[src/rtl/e3fa_pkg.sv]
package e3fa_pkg;

    typedef enum logic [1:0] {
        ST_SEARCH  = 2'd0,
        ST_INFRAME = 2'd1,
        ST_OOF     = 2'd2
    } align_state_t;

    localparam int BYTE_W = 8;

endpackage

[src/rtl/e3fa_align_fsm.sv]
module e3fa_align_fsm
    import e3fa_pkg::*;
#(
    parameter int LOCK_FRAMES = 3,
    parameter int OOF_ERRS    = 4,
    parameter int LOF_SHORT   = 8,
    parameter int LOF_LONG    = 24
) (
    input  logic         clk,
    input  logic         rst_n,
    input  logic         frame_stb,
    input  logic         fas_ok,
    input  logic         reframe,
    input  logic         lof_algo,
    output align_state_t state_o,
    output logic         err_event,
    output logic         oof,
    output logic         lof
);

    localparam int LOF_MAX = (LOF_SHORT > LOF_LONG) ? LOF_SHORT : LOF_LONG;
    localparam int GOOD_W  = $clog2(LOCK_FRAMES + 1);
    localparam int BAD_W   = $clog2(OOF_ERRS + 1);
    localparam int LOF_W   = $clog2(LOF_MAX + 1);

    localparam logic [GOOD_W-1:0] GOOD_LAST = GOOD_W'(LOCK_FRAMES - 1);
    localparam logic [BAD_W-1:0]  BAD_LAST  = BAD_W'(OOF_ERRS - 1);
    localparam logic [LOF_W-1:0]  LOF_TOP   = LOF_W'(LOF_MAX);
    localparam logic [LOF_W-1:0]  THR_SHORT = LOF_W'(LOF_SHORT);
    localparam logic [LOF_W-1:0]  THR_LONG  = LOF_W'(LOF_LONG);

    align_state_t      state_q, state_d;
    logic [GOOD_W-1:0] good_q, good_d;
    logic [BAD_W-1:0]  bad_q, bad_d;
    logic [LOF_W-1:0]  lof_q, lof_d;
    logic              frame_live;

    assign frame_live = frame_stb && !reframe;

    // next-state and run counters
    always_comb begin
        state_d = state_q;
        good_d  = good_q;
        bad_d   = bad_q;
        if (reframe) begin
            state_d = ST_SEARCH;
            good_d  = '0;
            bad_d   = '0;
        end else if (frame_stb) begin
            unique case (state_q)
                ST_SEARCH, ST_OOF: begin
                    bad_d = '0;
                    if (fas_ok) begin
                        if (good_q == GOOD_LAST) begin
                            state_d = ST_INFRAME;
                            good_d  = '0;
                        end else begin
                            state_d = ST_SEARCH;
                            good_d  = good_q + 1'b1;
                        end
                    end else begin
                        state_d = ST_SEARCH;
                        good_d  = '0;
                    end
                end
                ST_INFRAME: begin
                    good_d = '0;
                    if (fas_ok) begin
                        bad_d = '0;
                    end else if (bad_q == BAD_LAST) begin
                        state_d = ST_OOF;
                        bad_d   = '0;
                    end else begin
                        bad_d = bad_q + 1'b1;
                    end
                end
                default: begin
                    state_d = ST_SEARCH;
                    good_d  = '0;
                    bad_d   = '0;
                end
            endcase
        end
    end

    // loss-of-frame persistence counter
    always_comb begin
        lof_d = lof_q;
        if (state_d == ST_INFRAME) begin
            lof_d = '0;
        end else if (frame_live && state_q != ST_INFRAME && lof_q != LOF_TOP) begin
            lof_d = lof_q + 1'b1;
        end
    end

    // state register
    always_ff @(posedge clk or negedge rst_n) begin
        if (!rst_n) begin
            state_q <= ST_SEARCH;
            good_q  <= '0;
            bad_q   <= '0;
            lof_q   <= '0;
        end else begin
            state_q <= state_d;
            good_q  <= good_d;
            bad_q   <= bad_d;
            lof_q   <= lof_d;
        end
    end

    // outputs
    always_comb begin
        state_o   = state_q;
        oof       = (state_q != ST_INFRAME);
        err_event = frame_live && !fas_ok && (state_q == ST_INFRAME);
        lof       = (lof_q >= (lof_algo ? THR_LONG : THR_SHORT));
    end

endmodule

[src/rtl/e3fa_err_counter.sv]
module e3fa_err_counter
    import e3fa_pkg::*;
#(
    parameter int HALF_W = BYTE_W
) (
    input  logic                clk,
    input  logic                rst_n,
    input  logic                inc,
    input  logic                rd_hi,
    input  logic                rd_lo,
    output logic [2*HALF_W-1:0] cnt_o,
    output logic [HALF_W-1:0]   shadow_o
);

    localparam int CNT_W = 2 * HALF_W;
    localparam logic [CNT_W-1:0] CNT_MAX = {CNT_W{1'b1}};
    localparam logic [CNT_W-1:0] CNT_ONE = CNT_W'(1);

    logic [CNT_W-1:0]  cnt_q;
    logic [HALF_W-1:0] shadow_q;

    always_ff @(posedge clk or negedge rst_n) begin
        if (!rst_n) begin
            cnt_q <= '0;
        end else if (rd_hi) begin
            cnt_q <= inc ? CNT_ONE : '0;
        end else if (inc && cnt_q != CNT_MAX) begin
            cnt_q <= cnt_q + 1'b1;
        end
    end

    always_ff @(posedge clk or negedge rst_n) begin
        if (!rst_n) begin
            shadow_q <= '0;
        end else if (rd_hi) begin
            shadow_q <= cnt_q[HALF_W-1:0];
        end else if (rd_lo) begin
            shadow_q <= '0;
        end
    end

    assign cnt_o    = cnt_q;
    assign shadow_o = shadow_q;

endmodule

[src/rtl/e3fa_host_regs.sv]
module e3fa_host_regs
    import e3fa_pkg::*;
#(
    parameter int ADDR_W = 2
) (
    input  logic                clk,
    input  logic                rst_n,
    input  logic                host_rd,
    input  logic                host_wr,
    input  logic [ADDR_W-1:0]   host_addr,
    input  logic [BYTE_W-1:0]   host_wdata,
    input  logic                oof,
    input  logic                lof,
    input  logic [2*BYTE_W-1:0] cnt,
    input  logic [BYTE_W-1:0]   shadow,
    output logic [BYTE_W-1:0]   host_rdata,
    output logic                lof_algo,
    output logic                reframe,
    output logic                rd_hi,
    output logic                rd_lo
);

    localparam logic [ADDR_W-1:0] A_STATUS = ADDR_W'(0);
    localparam logic [ADDR_W-1:0] A_CTRL   = ADDR_W'(1);
    localparam logic [ADDR_W-1:0] A_ERR_HI = ADDR_W'(2);
    localparam logic [ADDR_W-1:0] A_ERR_LO = ADDR_W'(3);

    logic              algo_q;
    logic [BYTE_W-1:0] rd_mux;

    always_comb begin
        reframe = host_wr && (host_addr == A_CTRL) && host_wdata[0];
        rd_hi   = host_rd && (host_addr == A_ERR_HI);
        rd_lo   = host_rd && (host_addr == A_ERR_LO);
    end

    always_comb begin
        rd_mux = '0;
        unique case (host_addr)
            A_STATUS: rd_mux = {{(BYTE_W-3){1'b0}}, lof, oof, algo_q};
            A_ERR_HI: rd_mux = cnt[2*BYTE_W-1:BYTE_W];
            A_ERR_LO: rd_mux = shadow;
            default:  rd_mux = '0;
        endcase
    end

    always_ff @(posedge clk or negedge rst_n) begin
        if (!rst_n) begin
            algo_q <= 1'b0;
        end else if (host_wr && host_addr == A_STATUS) begin
            algo_q <= host_wdata[0];
        end
    end

    always_ff @(posedge clk or negedge rst_n) begin
        if (!rst_n) begin
            host_rdata <= '0;
        end else if (host_rd) begin
            host_rdata <= rd_mux;
        end
    end

    assign lof_algo = algo_q;

endmodule

[src/rtl/e3fa_maint.sv]
module e3fa_maint
    import e3fa_pkg::*;
#(
    parameter int LOCK_FRAMES = 3,
    parameter int OOF_ERRS    = 4,
    parameter int LOF_SHORT   = 8,
    parameter int LOF_LONG    = 24,
    parameter int ADDR_W      = 2
) (
    input  logic              clk,
    input  logic              rst_n,
    input  logic              frame_stb,
    input  logic              fas_ok,
    input  logic              host_rd,
    input  logic              host_wr,
    input  logic [ADDR_W-1:0] host_addr,
    input  logic [7:0]        host_wdata,
    output logic [7:0]        host_rdata,
    output logic              oof_o,
    output logic              lof_o
);

    align_state_t          align_state;
    logic                  err_event;
    logic                  reframe_req;
    logic                  lof_algo;
    logic                  rd_hi;
    logic                  rd_lo;
    logic [2*BYTE_W-1:0]   err_cnt;
    logic [BYTE_W-1:0]     err_shadow;

    e3fa_align_fsm #(
        .LOCK_FRAMES (LOCK_FRAMES),
        .OOF_ERRS    (OOF_ERRS),
        .LOF_SHORT   (LOF_SHORT),
        .LOF_LONG    (LOF_LONG)
    ) u_fsm (
        .clk       (clk),
        .rst_n     (rst_n),
        .frame_stb (frame_stb),
        .fas_ok    (fas_ok),
        .reframe   (reframe_req),
        .lof_algo  (lof_algo),
        .state_o   (align_state),
        .err_event (err_event),
        .oof       (oof_o),
        .lof       (lof_o)
    );

    e3fa_err_counter #(
        .HALF_W (BYTE_W)
    ) u_cnt (
        .clk      (clk),
        .rst_n    (rst_n),
        .inc      (err_event),
        .rd_hi    (rd_hi),
        .rd_lo    (rd_lo),
        .cnt_o    (err_cnt),
        .shadow_o (err_shadow)
    );

    e3fa_host_regs #(
        .ADDR_W (ADDR_W)
    ) u_regs (
        .clk        (clk),
        .rst_n      (rst_n),
        .host_rd    (host_rd),
        .host_wr    (host_wr),
        .host_addr  (host_addr),
        .host_wdata (host_wdata),
        .oof        (oof_o),
        .lof        (lof_o),
        .cnt        (err_cnt),
        .shadow     (err_shadow),
        .host_rdata (host_rdata),
        .lof_algo   (lof_algo),
        .reframe    (reframe_req),
        .rd_hi      (rd_hi),
        .rd_lo      (rd_lo)
    );

endmodule

[config.mk]
export PLATFORM = sky130hd
export DESIGN_NAME = e3fa_maint
export DESIGN_NICKNAME = d
export VERILOG_FILES = /design/src/rtl/e3fa_pkg.sv /design/src/rtl/e3fa_align_fsm.sv /design/src/rtl/e3fa_err_counter.sv /design/src/rtl/e3fa_host_regs.sv /design/src/rtl/e3fa_maint.sv
export SDC_FILE = /design/constraint.sdc
export NUM_CORES = 1
export LEC_CHECK = 0
export ABC_AREA = 1
export BUFFER_PORTS_ARGS = -buffer_cell sky130_fd_sc_hd__buf_2
export CORE_ASPECT_RATIO = 0.7
export CORE_MARGIN = 2
export CORE_UTILIZATION = 55
export CTS_CLUSTER_SIZE = 16
export DETAILED_ROUTE_END_ITERATION = 10
export PLACE_DENSITY_LB_ADDON = 0.15
export SETUP_SLACK_MARGIN = 0.05
export SLEW_MARGIN = 5
export SYNTH_ARGS = -nofsm -noshare
export SYNTH_HDL_FRONTEND = slang
export SYNTH_SLANG_ARGS = --single-unit
[constraint.sdc]
create_clock -name clk -period 1.8 [get_ports clk]
set_clock_uncertainty 0.1 [all_clocks]
set_input_delay 0.36 -clock clk [delete_from_list [all_inputs] [get_ports clk]]
set_output_delay 0.36 -clock clk [all_outputs]
set_load 0.05 [all_outputs]
==> impl_metrics.json <==
{
  "status": "finished clean",
  "syn_nets": 345,
  "fin_util": 0.6628,
  "clockRootBuffer": "clkbuf_8",
  "seq_power_share": 0.484,
  "yosysTopAreaCell": "dfrtp_1",
  "crit_required_ns": 1.34,
  "end_kind": "primary output",
  "final_hold_viol_count": 0,
  "p_total_w": 0.002504,
  "ys_seq_elements": 45,
  "grt_usage": 0.2315,
  "dieArea_sq_mm": 0.005241,
  "hold_depth": 3,
  "maxSlewHeadroom": 0.6612,
  "worst_slew_pin_slew_ns": 0.5082,
  "p_leak_nw": 1.446,
  "path_clk_slew_ns": 0.09,
  "r2r-start": "u_cnt.cnt_o[1]$_DFFE_PN0P_",
  "path_class": "flip-flop to primary output",
  "syn_area_per_cell_sq_um": 7.928,
  "synth.top_cell.area_share": 0.4384,
  "vdd_drop_max_mv": 0.5021,
  "internal_power_w": 0.001626,
  "min_period_ns": 1.795,
  "overflow": 0,
  "min_delay_worst_endpoint": "u_regs.lof_algo$_DFFE_PN0P_",
  "dp_cells": 397,
  "antenna_found_initial": 0,
  "worst_hold_path_type": "primary input to flip-flop",
  "critPathArrivalTime_ns": 1.33,
  "grt_pass1_wl_mm": 9.349,
  "ys_seq_area_frac": 0.4384,
  "instances_no_fill": 411,
  "firstDrtPassIters": 5,
  "clock-sinks": 45,
  "numPortBuffers": 18,
  "synth_edf_count": 0,
  "clock.fmax_mhz": 557.2,
  "die_w_um": 85.68,
  "power.density_mw_per_mm2": 857.7,
  "p_switching_w": 0.0008776,
  "synth_warnings": 0,
  "yosysMostFrequentCell": "nand2_1",
  "finalSetupViolCount": 0,
  "wl_per_cell_um": 13.72,
  "switching_share": 0.3505,
  "cts_made_buffers": 5,
  "drt_iter0_drc": 206,
  "post-place-ws_ns": 0.07305,
  "cts_htree_levels": 2,
  "combPwrFrac": 0.256,
  "grt_pass1_vias": 1899,
  "core-area_sq_mm": 0.004404,
  "clock_power_share": 0.260,
  "die_h_um": 61.18,
  "drc": 0,
  "crit_fanout": 2,
  "place_area_sq_mm": 0.002746,
  "synthFlopType": "dfrtp_1",
  "clkLatencyLatePin_ns": 0.30,
  "gp_congestion": 0.8896,
  "area_growth_syn_to_layout_pct": 13.64,
  "rr_endpoint": "u_cnt.cnt_o[7]$_DFFE_PN0P_",
  "start_util": 0.5832,
  "rsz0062_at_grt": "true",
  "fin_area_sq_mm": 0.002919,
  "antenna_left": 0,
  "finalMaxSlewViolations": 0,
  "synth.cells.most_frequent": "nand2_1 (80), dfrtp_1 (45), inv_1 (45), nor2_1 (37), nand3_1 (25)",
  "vias": 2239,
  "ios": 26,
  "rr_worst_depth": 9,
  "synthDistinctLibCells": 28,
  "maxCapViolations": 0,
  "clockBufferDepth": 2,
  "grt_max_degree": 26,
  "fin_nets": 376,
  "drive_gt1_frac": 0.1713,
  "crit_path_start_kind": "flip-flop",
  "detailed_place_hpwl_mm": 4.060,
  "rows": 20,
  "setup_ws_ns": 0.005345,
  "post-route-period-util": 0.9970,
  "cts_tree": "built",
  "drt-vias-per-instance": 5.448,
  "antennaDiodeCount": 0,
  "fillers": 357,
  "synthTopCellsByArea": "dfrtp_1 (44%), nand2_1 (12%), inv_1 (6.6%)",
  "synthCells": 324,
  "worstHoldStart": "host_wdata[0]",
  "drt_wl_total_mm": 5.637,
  "synthArstFlopShare": 1.000,
  "rrSetupSlack_ns": 0.13,
  "syn_area_sq_mm": 0.002569
}
-- metrics by stage --
stage	setup TNS, ns	hold slack, ns
finish	0	0.2220
global route	-0.02435	0.2641
CTS	-0.001875	0.2092
detailed placement	0	0.2657
global placement	0	0.2689
floorplan	0	-0.03559
-- registers in the layout, indices dropped and copies added (netlist names) --
name	count
u_regs.lof_algo	1
u_cnt.cnt_o	16
u_regs.host_rdata	8
u_fsm.state_o	2
u_fsm.good_q	2
u_fsm.bad_q	3
u_fsm.lof_q	5
u_cnt.shadow_o	8
-- worst max-delay path by stage --
stage	from	to	slack (ns)
5_1_grt	u_fsm.lof_q[4]$_DFFE_PN0P_	lof_o	-0.02
2_1_floorplan	u_fsm.state_o[1]$_DFF_PN0_	u_cnt.cnt_o[6]$_DFFE_PN0P_	0.18
3_3_place_gp	u_cnt.cnt_o[1]$_DFFE_PN0P_	u_cnt.cnt_o[10]$_DFFE_PN0P_	0.12
3_5_place_dp	u_cnt.cnt_o[1]$_DFFE_PN0P_	u_cnt.cnt_o[13]$_DFFE_PN0P_	0.07
6_report	u_fsm.lof_q[4]$_DFFE_PN0P_	lof_o	0.005
4_1_cts	u_fsm.lof_q[4]$_DFFE_PN0P_	lof_o	-0.002
-- metal layers --
| layer | global-route usage | up-vias | part of all wire |
|---|---|---|---|
| met1 | 0.3797 | 1036 | 0.52 |
| met4 | 0.05442 | 0 | 0.011 |
| met2 | 0.3080 | 81 | 0.41 |
| met3 | 0.04424 | 9 | 0.064 |
| met5 | 0 | - | 0 |
| li1 | - | 1113 | - |
-- repair_timing --
action / in CTS / in global routing
setup buffers: 2 / 2
hold buffers: 1 / 0
cloned: 0 / 1
endpoints found under the hold margin: 20 / 0
gates resized for setup: 4 / 2
setup endpoints to repair: 1 / 17
pin swaps: 2 / 6
-- power groups by stage --
stage | sequential (W) | clock [W] | combinational, W
2_1_floorplan | 0.00123 | 0 | 0.000404
3_3_place_gp | 0.00122 | 0 | 0.000584
3_5_place_dp | 0.00122 | 0 | 0.000591
4_1_cts | 0.00120 | 0.000664 | 0.000619
5_1_grt | 0.00123 | 0.000705 | 0.000710
6_report | 0.00121 | 0.000651 | 0.000640
-- cell families (layout without fill, tap and decap cells) --
group           Yosys count  in the layout  synth area share
xor+xnor                  6              6           0.02046
fa+ha+maj                 5              5           0.02435
compound gates           40             40           0.09547
simple gates            175            176            0.3327
buf+inv                  53             84           0.08865
flops                    45             45            0.4384
-- worst max-delay path: stages (launching register included) --
cell	delay, ns
dfrtp_1	0.42
ha_4	0.27
a21o_1	0.16
buf_6	0.17
-- final cells by class --
type                    instances  area, sq um  area share
inverters                      47        176.4     0.06044
clock buffers                   5        68.82     0.02357
clock inverters                 3        21.27    0.007287
multi-input cells             227         1251      0.4286
well taps                      55        68.82     0.02357
repair buffers                 29        206.4     0.07072
flip-flops and latches         45         1126      0.3858
-- placed cells by master, fill, tap and decap left out, types with 6 or more instances in the layout --
cell and instances:
inv_1 44, dfrtp_1 45, buf_4 8, o22ai_1 13, xor2_1 6, nand2_1 80, nand2_2 6, nand3_1 25
nand4_1 14, o21ai_0 13, nor2_1 37, buf_2 17
Power figures use the tool's default switching activity.
